[src/rtl/knap_pkg.sv]
package knap_pkg;

   typedef enum logic [0:0] {
      ST_IDLE = 1'b0,
      ST_DEC  = 1'b1
   } eng_state_e;

   function automatic int unsigned cfg_addr_bits(input int unsigned n_wt);
      return $clog2(2 * n_wt + 3);
   endfunction

endpackage

[src/rtl/knap_key_bank.sv]
module knap_key_bank #(
   parameter int N_WT      = 8,
   parameter int WT_W      = 16,
   parameter int MOD_W     = 20,
   parameter int ADDR_W    = 5,
   parameter bit CHECK_KEY = 1'b1
) (
   input  logic                       clk,
   input  logic                       rst_n,
   input  logic                       wr_en,
   input  logic [ADDR_W-1:0]          wr_addr,
   input  logic [MOD_W-1:0]           wr_data,
   output logic [N_WT-1:0][WT_W-1:0]  pub_w,
   output logic [N_WT-1:0][WT_W-1:0]  prv_w,
   output logic [MOD_W-1:0]           mod_p,
   output logic [MOD_W-1:0]           inv_m,
   output logic                       key_bad
);

   localparam int A_MOD = 2 * N_WT;
   localparam int A_MUL = 2 * N_WT + 1;
   localparam int A_INV = 2 * N_WT + 2;

   logic [N_WT-1:0][WT_W-1:0] pub_q, prv_q;
   logic [MOD_W-1:0]          mod_q, mul_q, inv_q;

   always_ff @(posedge clk or negedge rst_n) begin
      if (!rst_n) begin
         pub_q <= '0;
         prv_q <= '0;
         mod_q <= '0;
         mul_q <= '0;
         inv_q <= '0;
      end else if (wr_en) begin
         for (int i = 0; i < N_WT; i++) begin
            if (wr_addr == ADDR_W'(i))        pub_q[i] <= wr_data[WT_W-1:0];
            if (wr_addr == ADDR_W'(N_WT + i)) prv_q[i] <= wr_data[WT_W-1:0];
         end
         if (wr_addr == ADDR_W'(A_MOD)) mod_q <= wr_data;
         if (wr_addr == ADDR_W'(A_MUL)) mul_q <= wr_data;
         if (wr_addr == ADDR_W'(A_INV)) inv_q <= wr_data;
      end
   end

   assign pub_w = pub_q;
   assign prv_w = prv_q;
   assign mod_p = mod_q;
   assign inv_m = inv_q;

   generate
      if (CHECK_KEY) begin : g_chk
         logic [MOD_W-1:0] pre_sum [N_WT+1];
         logic [N_WT-1:0]  grows;
         assign pre_sum[0] = '0;
         for (genvar i = 0; i < N_WT; i++) begin : g_step
            assign pre_sum[i+1] = pre_sum[i] + MOD_W'(prv_q[i]);
            assign grows[i]     = MOD_W'(prv_q[i]) > pre_sum[i];
         end
         assign key_bad = ~(&grows) | (mod_q <= pre_sum[N_WT]) |
                          (mul_q >= mod_q) | (inv_q >= mod_q);
      end else begin : g_nochk
         assign key_bad = 1'b0;
      end
   endgenerate

endmodule

[src/rtl/knap_modmul.sv]
module knap_modmul #(
   parameter int MOD_W = 20
) (
   input  logic             clk,
   input  logic             rst_n,
   input  logic             go,
   input  logic [MOD_W-1:0] mcand,
   input  logic [MOD_W-1:0] coef,
   input  logic [MOD_W-1:0] modulus,
   output logic [MOD_W-1:0] prod,
   output logic             fin
);

   localparam int CW = $clog2(MOD_W + 1);

   logic [MOD_W-1:0] acc_q, sh_q, nxt;
   logic [CW-1:0]    cnt_q;
   logic             run_q, fin_q;
   logic [MOD_W:0]   dbl, dbl_r, add_s, mod_x;

   always_comb begin
      mod_x = {1'b0, modulus};
      dbl   = {acc_q, 1'b0};
      dbl_r = (dbl >= mod_x) ? dbl - mod_x : dbl;
      add_s = dbl_r + (sh_q[MOD_W-1] ? {1'b0, coef} : '0);
      nxt   = MOD_W'((add_s >= mod_x) ? add_s - mod_x : add_s);
   end

   always_ff @(posedge clk or negedge rst_n) begin
      if (!rst_n) begin
         acc_q <= '0;
         sh_q  <= '0;
         cnt_q <= '0;
         run_q <= 1'b0;
         fin_q <= 1'b0;
      end else begin
         fin_q <= run_q && (cnt_q == CW'(1));
         if (go) begin
            acc_q <= '0;
            sh_q  <= mcand;
            cnt_q <= CW'(MOD_W);
            run_q <= 1'b1;
         end else if (run_q) begin
            acc_q <= nxt;
            sh_q  <= sh_q << 1;
            cnt_q <= cnt_q - CW'(1);
            if (cnt_q == CW'(1)) run_q <= 1'b0;
         end
      end
   end

   assign prod = acc_q;
   assign fin  = fin_q;

endmodule

[src/rtl/knap_greedy.sv]
module knap_greedy #(
   parameter int N_WT  = 8,
   parameter int WT_W  = 16,
   parameter int MOD_W = 20
) (
   input  logic                      clk,
   input  logic                      rst_n,
   input  logic                      go,
   input  logic [MOD_W-1:0]          s_in,
   input  logic [N_WT-1:0][WT_W-1:0] prv_w,
   output logic [N_WT-1:0]           bits,
   output logic [MOD_W-1:0]          rem,
   output logic                      fin
);

   localparam int KW = $clog2(N_WT);

   logic [KW-1:0]    k_q;
   logic [MOD_W-1:0] s_q, wk;
   logic [N_WT-1:0]  bits_q;
   logic             run_q, fin_q, take;

   assign wk   = MOD_W'(prv_w[k_q]);
   assign take = (wk <= s_q);

   always_ff @(posedge clk or negedge rst_n) begin
      if (!rst_n) begin
         k_q    <= '0;
         s_q    <= '0;
         bits_q <= '0;
         run_q  <= 1'b0;
         fin_q  <= 1'b0;
      end else begin
         fin_q <= run_q && (k_q == '0);
         if (go) begin
            s_q    <= s_in;
            k_q    <= KW'(N_WT - 1);
            bits_q <= '0;
            run_q  <= 1'b1;
         end else if (run_q) begin
            if (take) begin
               s_q         <= s_q - wk;
               bits_q[k_q] <= 1'b1;
            end
            if (k_q == '0) run_q <= 1'b0;
            else           k_q   <= k_q - KW'(1);
         end
      end
   end

   assign bits = bits_q;
   assign rem  = s_q;
   assign fin  = fin_q;

endmodule

[src/rtl/knap_engine.sv]
module knap_engine #(
   parameter int N_WT      = 8,
   parameter int WT_W      = 16,
   parameter int MOD_W     = 20,
   parameter int ADDR_W    = 5,
   parameter bit CHECK_KEY = 1'b1
) (
   input  logic              clk,
   input  logic              rst_n,
   input  logic              cfg_we,
   input  logic [ADDR_W-1:0] cfg_addr,
   input  logic [MOD_W-1:0]  cfg_wdata,
   input  logic              start,
   input  logic              op_decrypt,
   input  logic [N_WT-1:0]   blk_in,
   input  logic [MOD_W-1:0]  ct_in,
   output logic              busy,
   output logic              done,
   output logic [MOD_W-1:0]  result,
   output logic              result_err,
   output logic              config_error
);
   import knap_pkg::*;

   generate
      if (N_WT < 2) begin : g_bad_n
         $error("knap_engine: N_WT must be at least 2");
      end
      if (WT_W + $clog2(N_WT) > MOD_W) begin : g_bad_w
         $error("knap_engine: MOD_W too narrow for a full weight sum");
      end
      if (ADDR_W < int'(cfg_addr_bits(N_WT))) begin : g_bad_a
         $error("knap_engine: ADDR_W too narrow for the register map");
      end
   endgenerate

   eng_state_e st_q;
   logic accept, wr_ok;
   logic [N_WT-1:0][WT_W-1:0] pub_w, prv_w;
   logic [MOD_W-1:0] mod_p, inv_m, mm_prod, g_rem, enc_sum;
   logic [N_WT-1:0]  g_bits;
   logic mm_fin, g_fin;
   logic [MOD_W-1:0] res_q;
   logic err_q, done_q;

   assign accept = start && (st_q == ST_IDLE);
   assign wr_ok  = cfg_we && (st_q == ST_IDLE) && !start;

   knap_key_bank #(
      .N_WT(N_WT), .WT_W(WT_W), .MOD_W(MOD_W),
      .ADDR_W(ADDR_W), .CHECK_KEY(CHECK_KEY)
   ) u_bank (
      .clk(clk), .rst_n(rst_n), .wr_en(wr_ok), .wr_addr(cfg_addr),
      .wr_data(cfg_wdata), .pub_w(pub_w), .prv_w(prv_w),
      .mod_p(mod_p), .inv_m(inv_m), .key_bad(config_error)
   );

   knap_modmul #(.MOD_W(MOD_W)) u_mul (
      .clk(clk), .rst_n(rst_n), .go(accept && op_decrypt),
      .mcand(ct_in), .coef(inv_m), .modulus(mod_p),
      .prod(mm_prod), .fin(mm_fin)
   );

   knap_greedy #(.N_WT(N_WT), .WT_W(WT_W), .MOD_W(MOD_W)) u_grd (
      .clk(clk), .rst_n(rst_n), .go(mm_fin), .s_in(mm_prod),
      .prv_w(prv_w), .bits(g_bits), .rem(g_rem), .fin(g_fin)
   );

   always_comb begin
      enc_sum = '0;
      for (int i = 0; i < N_WT; i++)
         if (blk_in[i]) enc_sum = enc_sum + MOD_W'(pub_w[i]);
   end

   always_ff @(posedge clk or negedge rst_n) begin
      if (!rst_n) begin
         st_q   <= ST_IDLE;
         res_q  <= '0;
         err_q  <= 1'b0;
         done_q <= 1'b0;
      end else begin
         done_q <= 1'b0;
         if (accept && !op_decrypt) begin
            res_q  <= enc_sum;
            err_q  <= 1'b0;
            done_q <= 1'b1;
         end else if (accept) begin
            st_q <= ST_DEC;
         end else if (st_q == ST_DEC && g_fin) begin
            res_q  <= MOD_W'(g_bits);
            err_q  <= (g_rem != '0);
            done_q <= 1'b1;
            st_q   <= ST_IDLE;
         end
      end
   end

   assign busy       = (st_q == ST_DEC);
   assign done       = done_q;
   assign result     = res_q;
   assign result_err = err_q;

endmodule

[config.mk]
export PLATFORM = sky130hd
export DESIGN_NAME = knap_engine
export DESIGN_NICKNAME = d
export VERILOG_FILES = /design/src/rtl/knap_pkg.sv /design/src/rtl/knap_key_bank.sv /design/src/rtl/knap_modmul.sv /design/src/rtl/knap_greedy.sv /design/src/rtl/knap_engine.sv
export SDC_FILE = /design/constraint.sdc
export NUM_CORES = 2
export LEC_CHECK = 0
export BUFFER_PORTS_ARGS = -buffer_cell sky130_fd_sc_hd__buf_4
export CAP_MARGIN = 10
export CORE_MARGIN = 10
export CORE_UTILIZATION = 35
export DETAILED_ROUTE_END_ITERATION = 7
export GPL_ROUTABILITY_DRIVEN = 0
export PLACE_DENSITY = 0.62
export SETUP_SLACK_MARGIN = 0.1
export SLEW_MARGIN = 0
export SYNTH_ARGS = -nofsm -noshare
export SYNTH_HDL_FRONTEND = slang
export SYNTH_SLANG_ARGS = --single-unit
[constraint.sdc]
create_clock -name clk -period 15.9 [get_ports clk]
set_input_delay 3.18 -clock clk [delete_from_list [all_inputs] [get_ports clk]]
set_output_delay 3.18 -clock clk [all_outputs]
set_load 0.01 [all_outputs]
==> metrics.md <==
| Metric | Value |
|---|---|
| Synth async-reset ratio | 100% |
| Routing usage on met2 | 30.0% |
| Synth Cell Area | 37200 sq um |
| CP Max Fanout | 8 |
| Worst-path clk slew | 0.06 ns |
| Max-cap violations | 0 |
| Multi-input gate area | 25300 sq um |
| Fillers | 10600 |
| Worst Hold Slack | 0.503 ns |
| Num CTS Buffers | 53 |
| DR vias | 30700 |
| Fraction of layout cells with a size suffix above 1 | 15.7% |
| Worst Hold Class | flop to flop |
| Slowest stage cell, crit path | or4_4 |
| Post-Syn Instances | 4072 |
| Yosys warnings | 0 |
| Die Footprint | 120000 sq um |
| Initial antenna violation count | 10 |
| Number of port buffers | 81 |
| Final hold vios | 0 |
| Most frequent cells in the layout | ha_1 (478), dfrtp_1 (418), mux2_2 (355) |
| Sequential cell area | 10500 sq um |
| CTS tree | built |
| Minimum clock period | 15.18 ns |
| Detail Placement HPWL | 84.2 mm |
| Sum of negative setup slack | 0 ns |
| Critical path buffers and inverters | 3 |
| Largest net degree at the start of global routing | 153 |
| Switch Pwr | 2.07 mW |
| Fin nets | 4671 |
| Number of flops mapped to enable cells by yosys | 0 |
| I/O pins | 82 |
| Finish-stage setup viols | 0 |
| Post-Layout Cell Count | 5543 |
| Seq pwr share | 26.2% |
| Die width | 346 um |
| Cell Int Power | 3.03 mW |
| DR iter-0 viols | 2191 |
| Seq cells post-synth | 419 |
| Max-slew violations | 0 |
| Max Freq | 0.0659 GHz |
| Post-Place Cells | 5430 |
| Setup ws final | 0.719 ns |
| # hold bufs at CTS | 0 |
| Clock Power Share | 26.9% |
| Cell variety after synth | 87 |
| CP max stage delay | 0.56 ns |
| Drt first pass iters | 6 |
| Met1 Use GR | 24.3% |
| Combinational share of power | 46.8% |
| Vias in the first global route | 29900 |
| CP Data Arrival Time | 12.00 ns |
| Final WL | 113 mm |
| Worst path top cell family by delay | compound AO/OA/AOI/OAI gates |
| Total congestion overflow | 0 |
| RSZ-0062 raised after global routing | no |
| Clock sinks | 419 |
| Via density | 5.54 |
| Residual DRC | 0 |
| CP startpoint kind | flop |
| Critical Setup Path Class | flop to output pin |
| Core box area | 105000 sq um |
| Peak VDD IR | 113 uV |
| Synth Flop Type | dfrtp_1 |
| PD cells | 123 nW/um^2 |
| Root Buffer | clkbuf_16 |
| First-pass GRT wire length | 175 mm |
| Die Y | 346 um |
| Dpl ws | 0.763 ns |
| Sw Ratio | 40.6% |
| Slew headroom | 18.4% |
| Most common cell after layout, fill and taps aside | ha_1 |
| Cell Rows | 119 |
| Layout overhead on the synthesized area | 11.9% |
| Synthesized area per cell | 9.13 sq um |
| CTS max path bufs | 3 |
| Synthesized Nets | 4637 |
| Total GRT Usage | 18.2% |
| H-tree lvl count | 2 |
| Initial Util | 35.3% |
| Final clock skew | 0.0288 ns |
| Post-DRT Antenna Nets | 0 |
| Grt peak-use layer | met2 |
| Leakage | 20.4 nW |
| Outcome | completed |
| Req. time, crit path | 12.72 ns |
| Wire length per cell | 20.5 um |
| Actual slew at the worst max-slew pin | 1.21 ns |
| GR Util met3 | 2.78% |
| Clock Latency Late Sink | 0.66 ns |
| Seq/Total Area, Yosys | 28.2% |
| Crit end category | output pin |
| Fin crit share | 95.5% |
[flip-flops by register name, summed over array words and instances, names as in the netlist]
signal,flops
u_grd.k_q,3
busy,1
u_mul.fin,1
u_bank.prv_w,128
u_mul.cnt_q,5
u_grd.fin,1
u_bank.pub_w,128
u_mul.prod,20
u_grd.run_q,1
u_bank.mul_q,20
done,1
u_grd.rem,20
u_mul.run_q,1
result_err,1
u_bank.inv_m,20
u_mul.sh_q,20
result,20
u_bank.mod_p,20
u_grd.bits,8
[power by group through the flow]
stage | sequential (mW) | clock, mW | combinational, mW
after floorplan | 1.29 | 0 | 1.79
after global placement | 1.35 | 0 | 2.30
after detailed placement | 1.35 | 0 | 2.35
after CTS | 1.34 | 1.41 | 2.36
after global routing | 1.36 | 1.44 | 2.67
final | 1.34 | 1.38 | 2.39
[kinds of logic (layout without fill, tap and decap cells)]
| family | Yosys count | in the layout | share of synthesized area, % |
|---|---|---|---|
| flops | 419 | 419 | 28.2 |
| other cells | 0 | 1 | 0 |
| fa+ha+maj | 507 | 507 | 17.4 |
| buf+inv | 446 | 525 | 4.52 |
| compound gates | 1038 | 1038 | 18.1 |
| xor+xnor | 245 | 245 | 5.92 |
| simple gates | 996 | 996 | 13.3 |
| mux | 421 | 421 | 12.5 |
[metrics by stage]
stage | power, mW | area (sq um) | utilization (%)
final | 5.11 | 41600 | 39.5
after CTS | 5.10 | 41200 | 39.1
after global placement | 3.65 | 39200 | 37.2
after floorplan | 3.08 | 37200 | -
after global routing | 5.47 | 41600 | 39.5
after detailed placement | 3.70 | 39200 | 37.2
[layer usage]
metal,vias to the layer above,share of wire [%],wire [um]
met3,183,6.0,6820
met5,-,0.061,69
met1,15000,45,51100
li1,14700,-,-
met2,809,45,51500
met4,10,3.4,3900
[what timing repair did]
item | CTS | global route
pin swaps | 0 | 17
setup buffers | 0 | 12
resized for setup | 1 | 54
endpoints found under the setup margin | 1 | 1
[synthesized netlist by cell type, drive strengths merged, types with 72 or more instances]
library cell	count	share of area, %
nor2	270	2.7
dfrtp	419	28
inv	304	3.1
a21oi	264	3.6
a21o	124	2.5
nand2	244	2.5
xor2	92	2.2
a22oi	72	1.5
ha	489	16
clkbuf	110	1.1
o21ai	260	3.5
xnor2	150	3.6
nor3	79	1.1
mux2	356	11
[final timing paths]
| kind | start | end | slack (ns) | cells past startpoint |
|---|---|---|---|---|
| worst min register to register | u_bank.pub_w[2] | u_bank.pub_w[2] | 0.50 | 1 |
| worst max register to register | u_bank.pub_w[0] | result[19] | 4.62 | 49 |
| worst max-delay path | u_bank.prv_w[0] | config_error | 0.72 | 57 |
| worst min-delay path | u_bank.pub_w[2] | u_bank.pub_w[2] | 0.50 | 1 |
| min in group asynchronous | rst_n | done | 2.57 | 1 |
| max in group asynchronous | rst_n | u_bank.pub_w[50] | 11.41 | 3 |
[area by class of cell]
type / count / area share, %
diodes: 1 / 0.00602
clock buffers: 76 / 3.71
clock inverters: 24 / 1.05
flip-flops and latches: 419 / 25.2
multi-input cells: 3207 / 60.9
well taps: 1391 / 4.18
inverters: 308 / 2.78
repair buffers: 117 / 2.16
Power figures use the tool's default switching activity.
